==> src/rtl/dtmf_rd_pkg.sv <==
package dtmf_rd_pkg;
    typedef enum logic [1:0] {
        ST_IDLE  = 2'd0,
        ST_ARMED = 2'd1,
        ST_SHIFT = 2'd2,
        ST_LAST  = 2'd3
    } rd_state_e;
endpackage

==> src/rtl/dtmf_ack_sync.sv <==
module dtmf_ack_sync #(
    parameter int STAGES = 2
) (
    input  logic clk,
    input  logic rst,
    input  logic async_i,
    output logic rise_o
);
    logic [STAGES-1:0] chain_q;
    logic              prev_q;

    always_ff @(posedge clk) begin
        if (rst) begin
            chain_q <= '0;
            prev_q  <= 1'b0;
        end else begin
            chain_q[0] <= async_i;
            for (int i = 1; i < STAGES; i++) begin
                chain_q[i] <= chain_q[i-1];
            end
            prev_q <= chain_q[STAGES-1];
        end
    end

    always_comb begin
        rise_o = chain_q[STAGES-1] & ~prev_q;
    end


    rise_single_chk: assert property (@(posedge clk) disable iff (rst)
        rise_o |=> !rise_o);
endmodule

==> src/rtl/dtmf_rd_fsm.sv <==
module dtmf_rd_fsm
    import dtmf_rd_pkg::*;
#(
    parameter int DIGIT_W = 4
) (
    input  logic               clk,
    input  logic               rst,
    input  logic               pwr_down_i,
    input  logic               valid_i,
    input  logic               ack_rise_i,
    input  logic [DIGIT_W-1:0] digit_i,
    output logic               show_o,
    output logic               bit_o
);
    localparam int CNT_W = $clog2(DIGIT_W + 1);
    localparam logic [CNT_W-1:0] CNT_LAST = CNT_W'(DIGIT_W - 1);

    rd_state_e          state_q, state_d;
    logic [DIGIT_W-1:0] sreg_q;
    logic [CNT_W-1:0]   cnt_q;
    logic               valid_q;
    logic               valid_rise;
    logic               load, shift;

    assign valid_rise = valid_i & ~valid_q;

    // state register
    always_ff @(posedge clk) begin
        if (rst) begin
            state_q <= ST_IDLE;
            valid_q <= 1'b0;
        end else if (pwr_down_i) begin
            state_q <= ST_IDLE;
            valid_q <= valid_i;
        end else begin
            state_q <= state_d;
            valid_q <= valid_i;
        end
    end

    // transitions
    always_comb begin
        state_d = state_q;
        load    = 1'b0;
        shift   = 1'b0;
        unique case (state_q)
            ST_IDLE: begin
                if (valid_rise) state_d = ST_ARMED;
            end
            ST_ARMED: begin
                if (!valid_i) begin
                    state_d = ST_IDLE;
                end else if (ack_rise_i) begin
                    state_d = ST_SHIFT;
                    load    = 1'b1;
                end
            end
            ST_SHIFT: begin
                if (!valid_i) begin
                    state_d = ST_IDLE;
                end else if (ack_rise_i) begin
                    shift = 1'b1;
                    if (cnt_q == CNT_LAST) state_d = ST_LAST;
                end
            end
            ST_LAST: begin
                if (!valid_i || ack_rise_i) state_d = ST_IDLE;
            end
            default: state_d = ST_IDLE;
        endcase
    end

    // shift register and bit counter
    always_ff @(posedge clk) begin
        if (rst || pwr_down_i) begin
            sreg_q <= '0;
            cnt_q  <= '0;
        end else if (load) begin
            sreg_q <= digit_i;
            cnt_q  <= CNT_W'(1);
        end else if (shift) begin
            sreg_q <= sreg_q >> 1;
            cnt_q  <= cnt_q + 1'b1;
        end else if (state_d == ST_IDLE) begin
            cnt_q  <= '0;
        end
    end

    // outputs
    always_comb begin
        unique case (state_q)
            ST_SHIFT, ST_LAST: show_o = 1'b1;
            default:           show_o = 1'b0;
        endcase
        bit_o = sreg_q[0];
    end


    idle_no_skip_chk: assert property (@(posedge clk) disable iff (rst)
        (state_q == ST_IDLE) |=> (state_q == ST_IDLE || state_q == ST_ARMED));

    load_start_chk: assert property (@(posedge clk) disable iff (rst)
        (state_q == ST_ARMED && valid_i && ack_rise_i && !pwr_down_i)
        |=> (state_q == ST_SHIFT && cnt_q == CNT_W'(1)));

    cnt_bound_chk: assert property (@(posedge clk) disable iff (rst)
        cnt_q <= CNT_W'(DIGIT_W));

    last_exit_chk: assert property (@(posedge clk) disable iff (rst)
        (state_q == ST_LAST && ack_rise_i) |=> (state_q == ST_IDLE));

    pd_clear_chk: assert property (@(posedge clk) disable iff (rst)
        pwr_down_i |=> (state_q == ST_IDLE && cnt_q == '0));

    drop_abort_chk: assert property (@(posedge clk) disable iff (rst)
        (!valid_i && state_q != ST_IDLE) |=> (state_q == ST_IDLE));
endmodule

==> src/rtl/dtmf_sd_mux.sv <==
module dtmf_sd_mux (
    input  logic pwr_down_i,
    input  logic show_i,
    input  logic bit_i,
    input  logic cadence_i,
    output logic sd_o
);
    always_comb begin
        if (pwr_down_i)  sd_o = 1'b0;
        else if (show_i) sd_o = bit_i;
        else             sd_o = cadence_i;
    end
endmodule

==> src/rtl/dtmf_sd_readout.sv <==
module dtmf_sd_readout #(
    parameter int DIGIT_W     = 4,
    parameter int SYNC_STAGES = 2
) (
    input  logic               clk,
    input  logic               rst,
    input  logic               pwr_down_i,
    input  logic [DIGIT_W-1:0] digit_i,
    input  logic               valid_i,
    input  logic               cadence_i,
    input  logic               ack_i,
    output logic               sd_o
);
    logic ack_rise;
    logic show;
    logic bit_out;

    dtmf_ack_sync #(.STAGES(SYNC_STAGES)) u_sync (
        .clk     (clk),
        .rst     (rst),
        .async_i (ack_i),
        .rise_o  (ack_rise)
    );

    dtmf_rd_fsm #(.DIGIT_W(DIGIT_W)) u_fsm (
        .clk        (clk),
        .rst        (rst),
        .pwr_down_i (pwr_down_i),
        .valid_i    (valid_i),
        .ack_rise_i (ack_rise),
        .digit_i    (digit_i),
        .show_o     (show),
        .bit_o      (bit_out)
    );

    dtmf_sd_mux u_mux (
        .pwr_down_i (pwr_down_i),
        .show_i     (show),
        .bit_i      (bit_out),
        .cadence_i  (cadence_i),
        .sd_o       (sd_o)
    );


    cadence_path_chk: assert property (@(posedge clk) disable iff (rst)
        (!pwr_down_i && !show) |-> (sd_o == cadence_i));
endmodule

==> config.mk <==
export PLATFORM = sky130hd
export DESIGN_NAME = dtmf_sd_readout
export DESIGN_NICKNAME = d
export VERILOG_FILES = /design/src/rtl/dtmf_rd_pkg.sv /design/src/rtl/dtmf_ack_sync.sv /design/src/rtl/dtmf_rd_fsm.sv /design/src/rtl/dtmf_sd_mux.sv /design/src/rtl/dtmf_sd_readout.sv
export SDC_FILE = /design/constraint.sdc
export NUM_CORES = 1
export LEC_CHECK = 0
export BUFFER_PORTS_ARGS = -buffer_cell sky130_fd_sc_hd__buf_4
export CAP_MARGIN = 25
export CORE_AREA = 2 2 40 42
export CTS_CLUSTER_SIZE = 10
export DETAILED_ROUTE_END_ITERATION = 8
export DIE_AREA = 0 0 42 44
export GPL_TIMING_DRIVEN = 1
export PLACE_DENSITY = 0.77
export SLEW_MARGIN = 20
export SYNTH_ARGS = -nofsm -noshare
export SYNTH_HDL_FRONTEND = slang
export SYNTH_SLANG_ARGS = --single-unit
==> constraint.sdc <==
create_clock -name clk -period 3.11 [get_ports clk]
set_input_delay 0.1555 -clock clk [delete_from_list [all_inputs] [get_ports clk]]
set_output_delay 0.1555 -clock clk [all_outputs]
set_load 0.02 [all_outputs]
==> tab_implementation.tex <==
\begin{tabular}{lr}
\hline
Metric & Value \\
\hline
\multicolumn{2}{l}{\textbf{Global routing}} \\
\quad Maximum number of pins on one net before global-route repair & 21 \\
\quad Number of global-route vias before repair & 504 \\
\quad Global-route wire length before repair & 2250 um \\
\quad Total routing usage reported by global routing & 17.3\% \\
\quad Total global routing overflow & 0 \\
\quad Antenna violations before repair & 0 \\
\multicolumn{2}{l}{\textbf{Die}} \\
\quad Chip Width & roughly 42 um \\
\quad Initial Utilization & 46.6\% \\
\quad DIE AREA & 1850 um\^{}2 \\
\quad Std-Cell Core Area & approximately 1400 um\^{}2 \\
\quad Site Rows & 14 \\
\quad Height of the die & roughly 44 um \\
\quad Top-Level Pins & 11 \\
\multicolumn{2}{l}{\textbf{Final layout}} \\
\quad Count of antenna diodes in the layout & 0 \\
\quad Layout area overhead & 15.1\% \\
\quad Proportion of layout cells with a drive suffix above 1 & 19.3\% \\
\quad Commonest non-fill, non-tap cells in the layout & dfxtp\_1 (13), buf\_4 (10), and3b\_1 (7), o21ai\_0 (7), a21oi\_1 (7) \\
\quad Layout fillers & around 130 \\
\quad Most common library cell in the layout ignoring fill and taps & dfxtp\_1 \\
\quad Nets@finish & 96 \\
\quad Core Util, Final & a little over half \\
\multicolumn{2}{l}{\textbf{Drt}} \\
\quad \# DRC & 0 \\
\quad Number of iterations in the first detailed-routing pass & 4 \\
\quad Per-cell routed wire length & 12.2 um \\
\quad Routed wire length & about 1200 um \\
\quad Vias after detailed routing & 548 \\
\quad Number of vias per cell after detailed routing & 5.54 \\
\quad Iteration-0 DRC count of the detailed router & 6 \\
\quad Residual antenna-violating net count after detailed routing & 0 \\
\multicolumn{2}{l}{\textbf{Setup path}} \\
\quad Minimum setup slack among reg-to-reg paths & between 1.5 and 2 ns \\
\quad Type of element launching the critical path & flip-flop \\
\quad Required arrival time at the worst endpoint & 2.95 ns \\
\quad Endpoint kind of the worst setup timing path & output port \\
\quad Worst R2R Path Depth & 4 \\
\quad Critical path data arrival time & 1.43 ns \\
\quad Crit path launch & u\_fsm.state\_q[1] \\
\quad Crit Reg-Reg Endpoint & u\_fsm.cnt\_q[2] \\
\quad Biggest fanout along the worst timing path & 20 \\
\quad CP Class & flip-flop to output port \\
\quad Reg-to-Reg Start & u\_fsm.cnt\_q[0] \\
\multicolumn{2}{l}{\textbf{Synth}} \\
\quad Synthesized instance count & 74 \\
\quad Most used flip-flop cell after synthesis & dfxtp\_1 \\
\quad Post-synth cell types & 27 \\
\quad Top cells by area, synth & dfxtp\_1 (39\%), and3b\_1 (9.3\%), a21oi\_1 (5.3\%) \\
\quad Number of synthesized register bits & 13 \\
\quad Post-synthesis cell type with the largest combined area & dfxtp\_1 \\
\quad Part of the Yosys area used for sequential elements & 39.3\% \\
\quad Share of the synthesized area in the top cell type & 39.3\% \\
\quad Number of synthesized flops with an enable pin & 0 \\
\quad Post-Syn Area per Cell & 8.94 um\^{}2 \\
\quad Post-synthesis async set-or-reset flop share & 0\% \\
\quad Number of nets in the synthesized netlist & 86 \\
\quad Area of the mapped netlist & 662 um\^{}2 \\
\quad Yosys warning total & 0 \\
\multicolumn{2}{l}{\textbf{Pwr}} \\
\quad Ratio of total power to cell area & 397 nW/um\^{}2 \\
\quad Static leakage & 0.299 nW \\
\quad Maximum vdd drop & about 230 uV \\
\multicolumn{2}{l}{\textbf{Clock network}} \\
\quad Number of H-tree levels & 1 \\
\quad Num Clock Sinks & 13 \\
\quad Clock edge transition at the registers on the reported setup and hold paths & 0.08 ns \\
\quad Number of buffers created by CTS & 3 \\
\quad Clock latency at the later pin of the worst-skew pair & 0.28 ns \\
\quad Number of buffers added for setup after CTS & 0 \\
\quad Bufs on Longest Clock Path & 2 \\
\quad Number of hold-repair buffers added at the cts stage & 0 \\
\quad Post-cts sizing count & 0 \\
\quad Clock tree from TritonCTS & built \\
\quad Root buffer cell & clkbuf\_4 \\
\multicolumn{2}{l}{\textbf{Timing}} \\
\quad Tightest slew margin relative to the limit & 60.7\% \\
\quad Post-route setup TNS & 0 ns \\
\quad Worst slew pin tran & a little under 0.6 ns \\
\quad Count of endpoints failing hold in the final timing report & 0 \\
\quad Finish-stage setup viols & 0 \\
\quad Share of the clock period used by the worst path after layout & roughly half \\
\quad Clock period minus worst slack & between 1.5 and 2 ns \\
\quad Setup repair after global routing missed its margin & no \\
\quad Fin worst setup slack & 1.52 ns \\
\quad Max Fclk & between 0.6 and 0.7 GHz \\
\quad Max Slew Vio Count & 0 \\
\quad Clock Skew & 0.00401 ns \\
\multicolumn{2}{l}{\textbf{Placement}} \\
\quad Post-DP HPWL & 865 um \\
\quad Port bufs & 10 \\
\quad Final weighted congestion of routability-driven global placement & approximately 0.8 \\
\quad Worst slack at placement & 1.61 ns \\
\multicolumn{2}{l}{\textbf{Job}} \\
\quad \# Max-Cap Violations & 0 \\
\multicolumn{2}{l}{\textbf{Min path}} \\
\quad Kind of path behind the tightest hold check & primary input to flip-flop \\
\quad Hold path depth & 2 \\
\quad Hold Crit Endpoint & u\_fsm.valid\_q \\
\quad Hold Path Origin & rst \\
\multicolumn{2}{l}{\textbf{Status}} \\
\quad Status & finished clean \\
\hline
\end{tabular}
flip-flops by register name, indices dropped and copies added, names as in the netlist:
name	flops
u_fsm.valid_q	1
u_sync.prev_q	1
u_sync.chain_q	2
u_fsm.cnt_q	3
u_fsm.state_q	2
u_fsm.sreg_q	4
cell families after synthesis:
group	after synthesis	synth area share [%]
buf+inv	6	3.78
compound gates	16	12.9
simple gates	34	36.1
mux	1	1.51
fa+ha+maj	2	3.78
xor+xnor	2	2.65
flops	13	39.3
how the worst max path moves through the flow:
stage                           to  slack (ns)  cells past startpoint
global route                  sd_o        1.40                      3
detailed placement  u_fsm.cnt_q[2]        1.61                      4
CTS                           sd_o        1.52                      3
floorplan           u_fsm.cnt_q[2]        1.68                      4
finish                        sd_o        1.52                      3
global placement    u_fsm.cnt_q[2]        1.67                      4
critical path, cell delays in order, from the launching register on:
cell and delay, ns:
dfxtp_1 0.70, mux2i_1 0.25, nor2_1 0.05, buf_4 0.15
per-stage QoR:
stage | cells | area [um^2] | power (mW) | hold WS, ns
2_1_floorplan | 74 | 662 | 0.188 | 0.227
3_3_place_gp | 95 | 736 | 0.201 | 0.360
3_5_place_dp | 95 | 736 | 0.202 | 0.367
4_1_cts | 99 | 762 | 0.307 | 0.0589
5_1_grt | 99 | 762 | 0.321 | 0.0609
6_report | 99 | 762 | 0.302 | 0.0649
per-layer routing:
metal  vias up  track usage, %  wire length (um)
met1       249            20.5               571
met5         -               0                 0
li1        283               -                 -
met2        12            25.0               527
met4         0            17.4                55
met3         4            4.17                53
power by group:
part / internal, mW / switching [mW] / leakage (nW)
Combinational: 0.0144 / 0.0105 / 0.178
Sequential: 0.169 / 0.00351 / 0.106
Clock: 0.0498 / 0.0551 / 0.0150
synthesized netlist by cell type, types with 2 or more instances:
cell and n:
clkbuf_1 3, ha_1 2, a21oi_1 7, o21ai_0 7, nor3b_1 2, buf_2 2, nand4b_1 2, dfxtp_1 13
nor2b_1 5, nand3b_1 2, nor2_1 5, and3b_1 7, nand4_1 3
cell type report:
class | instances | area, um^2 | share of cell area, %
multi-input combinational | 55 | 377 | 49.4
sequential | 13 | 260 | 34.2
timing repair buffer | 10 | 75.1 | 9.85
clock buffer | 4 | 26.3 | 3.45
tap | 16 | 20.0 | 2.63
inverter | 1 | 3.75 | 0.493
(Power assumes the default switching activity.)
